## config.mk

```make
export PLATFORM = sky130hd
export DESIGN_NAME = gpio_altmux_port
export DESIGN_NICKNAME = d
export VERILOG_FILES = /design/src/rtl/gpio_altmux_port.sv
export SDC_FILE = /design/constraint.sdc
export NUM_CORES = 1
export LEC_CHECK = 0
export CORE_UTILIZATION = 41
export CTS_BUF_LIST = sky130_fd_sc_hd__clkbuf_16
export CTS_CLUSTER_DIAMETER = 40
export CTS_CLUSTER_SIZE = 16
export DETAILED_ROUTE_END_ITERATION = 8
export PLACE_DENSITY = 0.79
export SYNTH_ARGS = -nofsm -noshare
export SYNTH_HDL_FRONTEND = slang
export SYNTH_SLANG_ARGS = --single-unit
```

## constraint.sdc

```tcl
create_clock -name clk -period 1 [get_ports clk]
set_clock_uncertainty 0.05 [all_clocks]
set_input_delay 0.15 -clock clk [delete_from_list [all_inputs] [get_ports clk]]
set_output_delay 0.15 -clock clk [all_outputs]
set_load 0.05 [all_outputs]
```

## src/rtl/gpio_altmux_port.sv

```systemverilog
module gpio_altmux_port #(
  parameter int PORT_W = 8,
  parameter int ADDR_W = 2
) (
  input  logic              clk,
  input  logic              rst_n,
  input  logic              bus_sel,
  input  logic              bus_we,
  input  logic [ADDR_W-1:0] bus_addr,
  input  logic [PORT_W-1:0] bus_wdata,
  output logic [PORT_W-1:0] bus_rdata,
  input  logic [PORT_W-1:0] pin_in,
  output logic [PORT_W-1:0] pin_out,
  output logic [PORT_W-1:0] pin_oe,
  input  logic [3:0]        pwm_en,
  input  logic [3:0]        pwm_out,
  input  logic              spi_en,
  input  logic              spi_master,
  input  logic [3:0]        spi_tx,
  output logic [3:0]        spi_rx
);
  localparam int ALT_W = 4;
  localparam logic [ADDR_W-1:0] A_LATCH = ADDR_W'(0);
  localparam logic [ADDR_W-1:0] A_DIR   = ADDR_W'(1);
  localparam logic [ADDR_W-1:0] A_PINS  = ADDR_W'(2);

  logic [PORT_W-1:0] latch_q, dir_q, meta_q, sync_q;
  logic wr;

  assign wr = bus_sel & bus_we;

  always_ff @(posedge clk) begin
    meta_q <= pin_in;
    sync_q <= meta_q;
  end

  always_ff @(posedge clk or negedge rst_n) begin
    if (!rst_n) begin
      latch_q <= '0;
      dir_q   <= '0;
    end else if (wr) begin
      if (bus_addr == A_LATCH) latch_q <= bus_wdata;
      if (bus_addr == A_DIR)   dir_q   <= bus_wdata;
    end
  end

  generate
    for (genvar i = 0; i < PORT_W; i++) begin : g_pin
      if (i < ALT_W) begin : g_alt
        localparam bit DRV_AS_MASTER = (i != 0);
        assign pin_out[i] = pwm_en[i] ? pwm_out[i] :
                            spi_en    ? spi_tx[i]  : latch_q[i];
        assign pin_oe[i]  = pwm_en[i] ? 1'b1 :
                            spi_en    ? (spi_master == DRV_AS_MASTER) : dir_q[i];
      end else begin : g_gpio
        assign pin_out[i] = latch_q[i];
        assign pin_oe[i]  = dir_q[i];
      end
    end
  endgenerate

  assign spi_rx = sync_q[ALT_W-1:0];

  always_comb begin
    case (bus_addr)
      A_LATCH: bus_rdata = (latch_q & dir_q) | (sync_q & ~dir_q);
      A_DIR:   bus_rdata = dir_q;
      A_PINS:  bus_rdata = sync_q;
      default: bus_rdata = '0;
    endcase
  end
endmodule

```

==> results.toml, run 1 <==
[status]
status = "aborted with a tool error"
stop_stage = "global routing (5_1_grt)"
error_line = "[ERROR DPL-0033] detailed placement checks failed during check placement."

[cts]
cts_buffer_depth = 2
cts_root_buf = "clkbuf_16"
clock_sinks = 32
cts_htree_levels = 2
cts_made_buffers = 5

[floorplanning]
start_util = 0.449
ios = 64
rows = 20
die_w_um = 60.8
die_height_um = 60.8

[sta]
crit_endpoint = "bus_rdata[6]"
worst-ep-kind = "primary output"

[logic_synthesis]
syn_area_mm2 = 0.00142
synth_area_leaders = "dfrtp_1 28%, dfxtp_1 23%, mux2i_1 8.5%"
ys_seq_elements = 32
yosys.area.top_type_share = 0.283
yosysSeqAreaShare = 0.509
postSynthAreaPerCell_um2 = 12.1
postSynthCellCount = 117
yosysTopAreaCell = "dfrtp_1"
synth_fp_nets = 153
ys_types = 19
yosysWarnings = 0

[placed_design]
gp_congestion = 0.709
io_buffers = 63
placed_area_mm2 = 0.00265
hpwl_um = 2990

[global_routing]
grt_start_max_net_pins = 17
antenna_found_initial = 0
## kinds of logic after synthesis
| family | share of synthesized area |
|---|---|
| AND/OR/NAND/NOR | 0.132 |
| buffers and inverters | 0.0883 |
| flip-flops | 0.509 |
| multiplexers | 0.233 |
| AO/OA/AOI/OAI | 0.0380 |
## Yosys cell counts
cell type	n
a211o_1	3
and2_1	1
buf_2	1
buf_4	12
buf_6	2
clkbuf_1	1
dfrtp_1	16
dfxtp_1	16
inv_1	1
mux2_2	8
mux2_4	8
mux2i_1	12
nand2_1	4
nand2b_1	16
nand4b_2	1
nor2_1	9
nor4bb_2	1
o21ai_0	4
o21bai_1	1
## stage by stage
step	instances	hold WS, ns	setup slack, ns
4_1_cts	251	0.184	-0.465
3_3_place_gp	236	0.260	-0.720
2_1_floorplan	117	-0.196	-0.164
3_5_place_dp	236	0.262	-0.787
## timing repair
item                                    in CTS
buffers inserted                            13
gates resized for setup                     55
hold buffers                                 0
pin swaps                                    6
endpoints found under the setup margin      44
==> run 2: changes to the inputs <==
==> config.mk (replaced) <==
export PLATFORM = sky130hd
export DESIGN_NAME = gpio_altmux_port
export DESIGN_NICKNAME = d
export VERILOG_FILES = /design/src/rtl/gpio_altmux_port.sv
export SDC_FILE = /design/constraint.sdc
export NUM_CORES = 1
export LEC_CHECK = 0
export CORE_AREA = 2 2 63 65
export DETAILED_ROUTE_END_ITERATION = 8
export DIE_AREA = 0 0 65 67
export PLACE_DENSITY_LB_ADDON = 0.15
export SYNTH_ARGS = -nofsm -noshare
export SYNTH_HDL_FRONTEND = slang
export SYNTH_SLANG_ARGS = --single-unit
==> run 2 against run 1 <==
  * The flow now finishes, with violations (negative setup slack)
  * Area after synthesis unchanged
  * Synthesized cell count stayed put
==> results.toml, run 2 <==
[sta]
setup_viol = 30
maxClockFrequency_mhz = 664
hold_violations = 0
relSlewSlack = 0.808
fin_crit_ns = 1.51
rsz0062_at_grt = "yes"
fin_crit_sh = 1.51
slew_viol_final = 0
tightest_slew_ns = 0.288
fin_ws_ns = -0.506

[layout]
nFillCells = 190
area_growth_pct = 105
fin_nets = 239
fin_area_mm2 = 0.00290
n_antenna_cell = 0
final_common_cell = "clkdlybuf4s50_1"
drive_gt1_frac = 0.574
final_cell_mix = "29 x clkdlybuf4s50_1, 26 x buf_12, 21 x buf_6"

[critical_path]
reg2regPathDepth = 3
crit_type = "register to output pin"
critPathCaptureType = "output pin"
crit_slowest_cell = "dfrtp_1"
path_buf_inv = 1
arrival_ns = 1.31
path_depth = 3
cp_top_family = "flip-flops"
worstSetupStartpointType = "register"
critPathMaxFanout = 2
crit_chain = "nand2b_1, mux2i_4, buf_12"
cpPeakStageDelay_ns = 0.40
cp.required_ns = 0.80

[logic_synthesis]
yosys.area.top_type_share = 0.283
yosysTopAreaCell = "dfrtp_1"
syn_area_mm2 = 0.00142
postSynthCellCount = 117
ys_types = 19
yosysSeqAreaShare = 0.509
postSynthAreaPerCell_um2 = 12.1
yosysWarnings = 0
synthArstFlopShare = 0.500
synth_edf_count = 0
ys_seq_elements = 32
synth_flop_cell = "dfxtp_1"
synth_fp_nets = 153
synth_area_leaders = "dfrtp_1 28%, dfxtp_1 23%, mux2i_1 8.5%"
synth_common_cells = "16 x dfrtp_1, 16 x dfxtp_1, 16 x nand2b_1"

[detailed_routing]
routedWlPerCell_um = 16.6
firstDrtPassIters = 4
antenna_left = 0
wl_um = 4190
vias = 1181
first_iter_violations = 40
via_per_inst = 4.69
remaining_drc_errors = 0

[cts]
cts_root_buf = "clkbuf_8"
cts_made_buffers = 5
hold_buffers = 0
clock_sinks = 32
cts_buffer_depth = 2
path_clk_slew_ns = 0.06
cts_htree_levels = 2
clock_latency_ns = 0.28
cts_tree = "done"

[power]
power_uw = 5060
leakagePower_uw = 0.00126
power.density_mw_per_mm2 = 1740
ir_drop_mv = 1.15

[global_routing]
met3_usage = 0.0524
antenna_found_initial = 0
use_met2 = 0.349
grt_first_pass_wirelength_um = 6140
global_route.usage.met1 = 0.223
grt_start_max_net_pins = 17
grt_most_used_layer = "met2"
grt_pass1_vias = 1230
groute.usage.overall = 0.198
grt_overflow_total = 0

[floorplanning]
die_height_um = 67
rows = 22
die_w_um = 65
start_util = 0.393
ios = 64
coreArea_mm2 = 0.00361
die-area_mm2 = 0.00436

[status]
violations = "negative setup slack"
status = "finished, violations left"

[placed_design]
gp_congestion = 0.764
hpwl_um = 2920
placed_area_mm2 = 0.00264
io_buffers = 63

[run]
maxCapViolations = 0

[min_path]
hold_path_class = "input port to async pin"
[run 2: cell counts after synthesis]
Identical to the previous run, type by type.
[run 2: per-stage QoR]
stage          setup slack, ns   util  hold slack, ns  setup TNS (ns)  cells
2_1_floorplan           -0.164      -          -0.196           -2.59    117
3_3_place_gp            -0.726  0.731           0.260          -20.76    238
3_5_place_dp            -0.805  0.731           0.262          -22.05    238
4_1_cts                 -0.478  0.783           0.160           -9.86    248
5_1_grt                 -0.547  0.805           0.174           -9.11    252
6_report                -0.506  0.805           0.165           -8.14    252
[run 2: area by class of cell]
type                            count  area (µm²)  share of cell area
Timing Repair Buffer               95        1200               0.413
Multi-Input combinational cell     68         833               0.287
Sequential cell                    32         727               0.250
Clock buffer                        7        76.3              0.0263
Tap cell                           48        60.1              0.0207
Clock inverter                      1        5.00             0.00172
Inverter                            1        3.75             0.00129
[run 2: logic make-up after synthesis]
family | share of synthesized area
simple gates | 0.132
compound gates | 0.0380
mux | 0.233
buf+inv | 0.0883
flops | 0.509
[run 2: worst register-to-register path: stages (launching register included)]
cell	delay, ns
dfrtp_2	0.44
buf_6	0.13
buf_6	0.10
mux2_4	0.26
[run 2: what timing repair did]
action | 4_1_cts | 5_1_grt
endpoints found under the setup margin | 44 | 42
pin swaps | 2 | 3
buffers inserted | 5 | 7
gates resized for setup | 34 | 31
[run 2: worst paths after layout]
path	startpoint	to	slack [ns]
min in group clk	pin_in[5]	meta_q[5]	0.26
min	rst_n	latch_q[1]	0.17
min reg2reg	meta_q[0]	sync_q[0]	0.28
max reg2reg	latch_q[2]	latch_q[2]	-0.10
max	dir_q[5]	bus_rdata[5]	-0.51
max in group asynchronous	rst_n	latch_q[2]	0.60
[run 2: power by group]
| group | switching, µW | total [µW] | internal (µW) |
|---|---|---|---|
| combinational | 1110 | 2490 | 1380 |
| clock | 453 | 940 | 487 |
| sequential | 157 | 1620 | 1470 |
| total | 1720 | 5060 | 3330 |
[run 2: metal layers]
metal	up-vias	routed length (µm)
met2	44	2250
met4	0	118
met3	11	240
met5	-	0
li1	557	-
met1	569	1580
(Power assumes the default switching activity.)
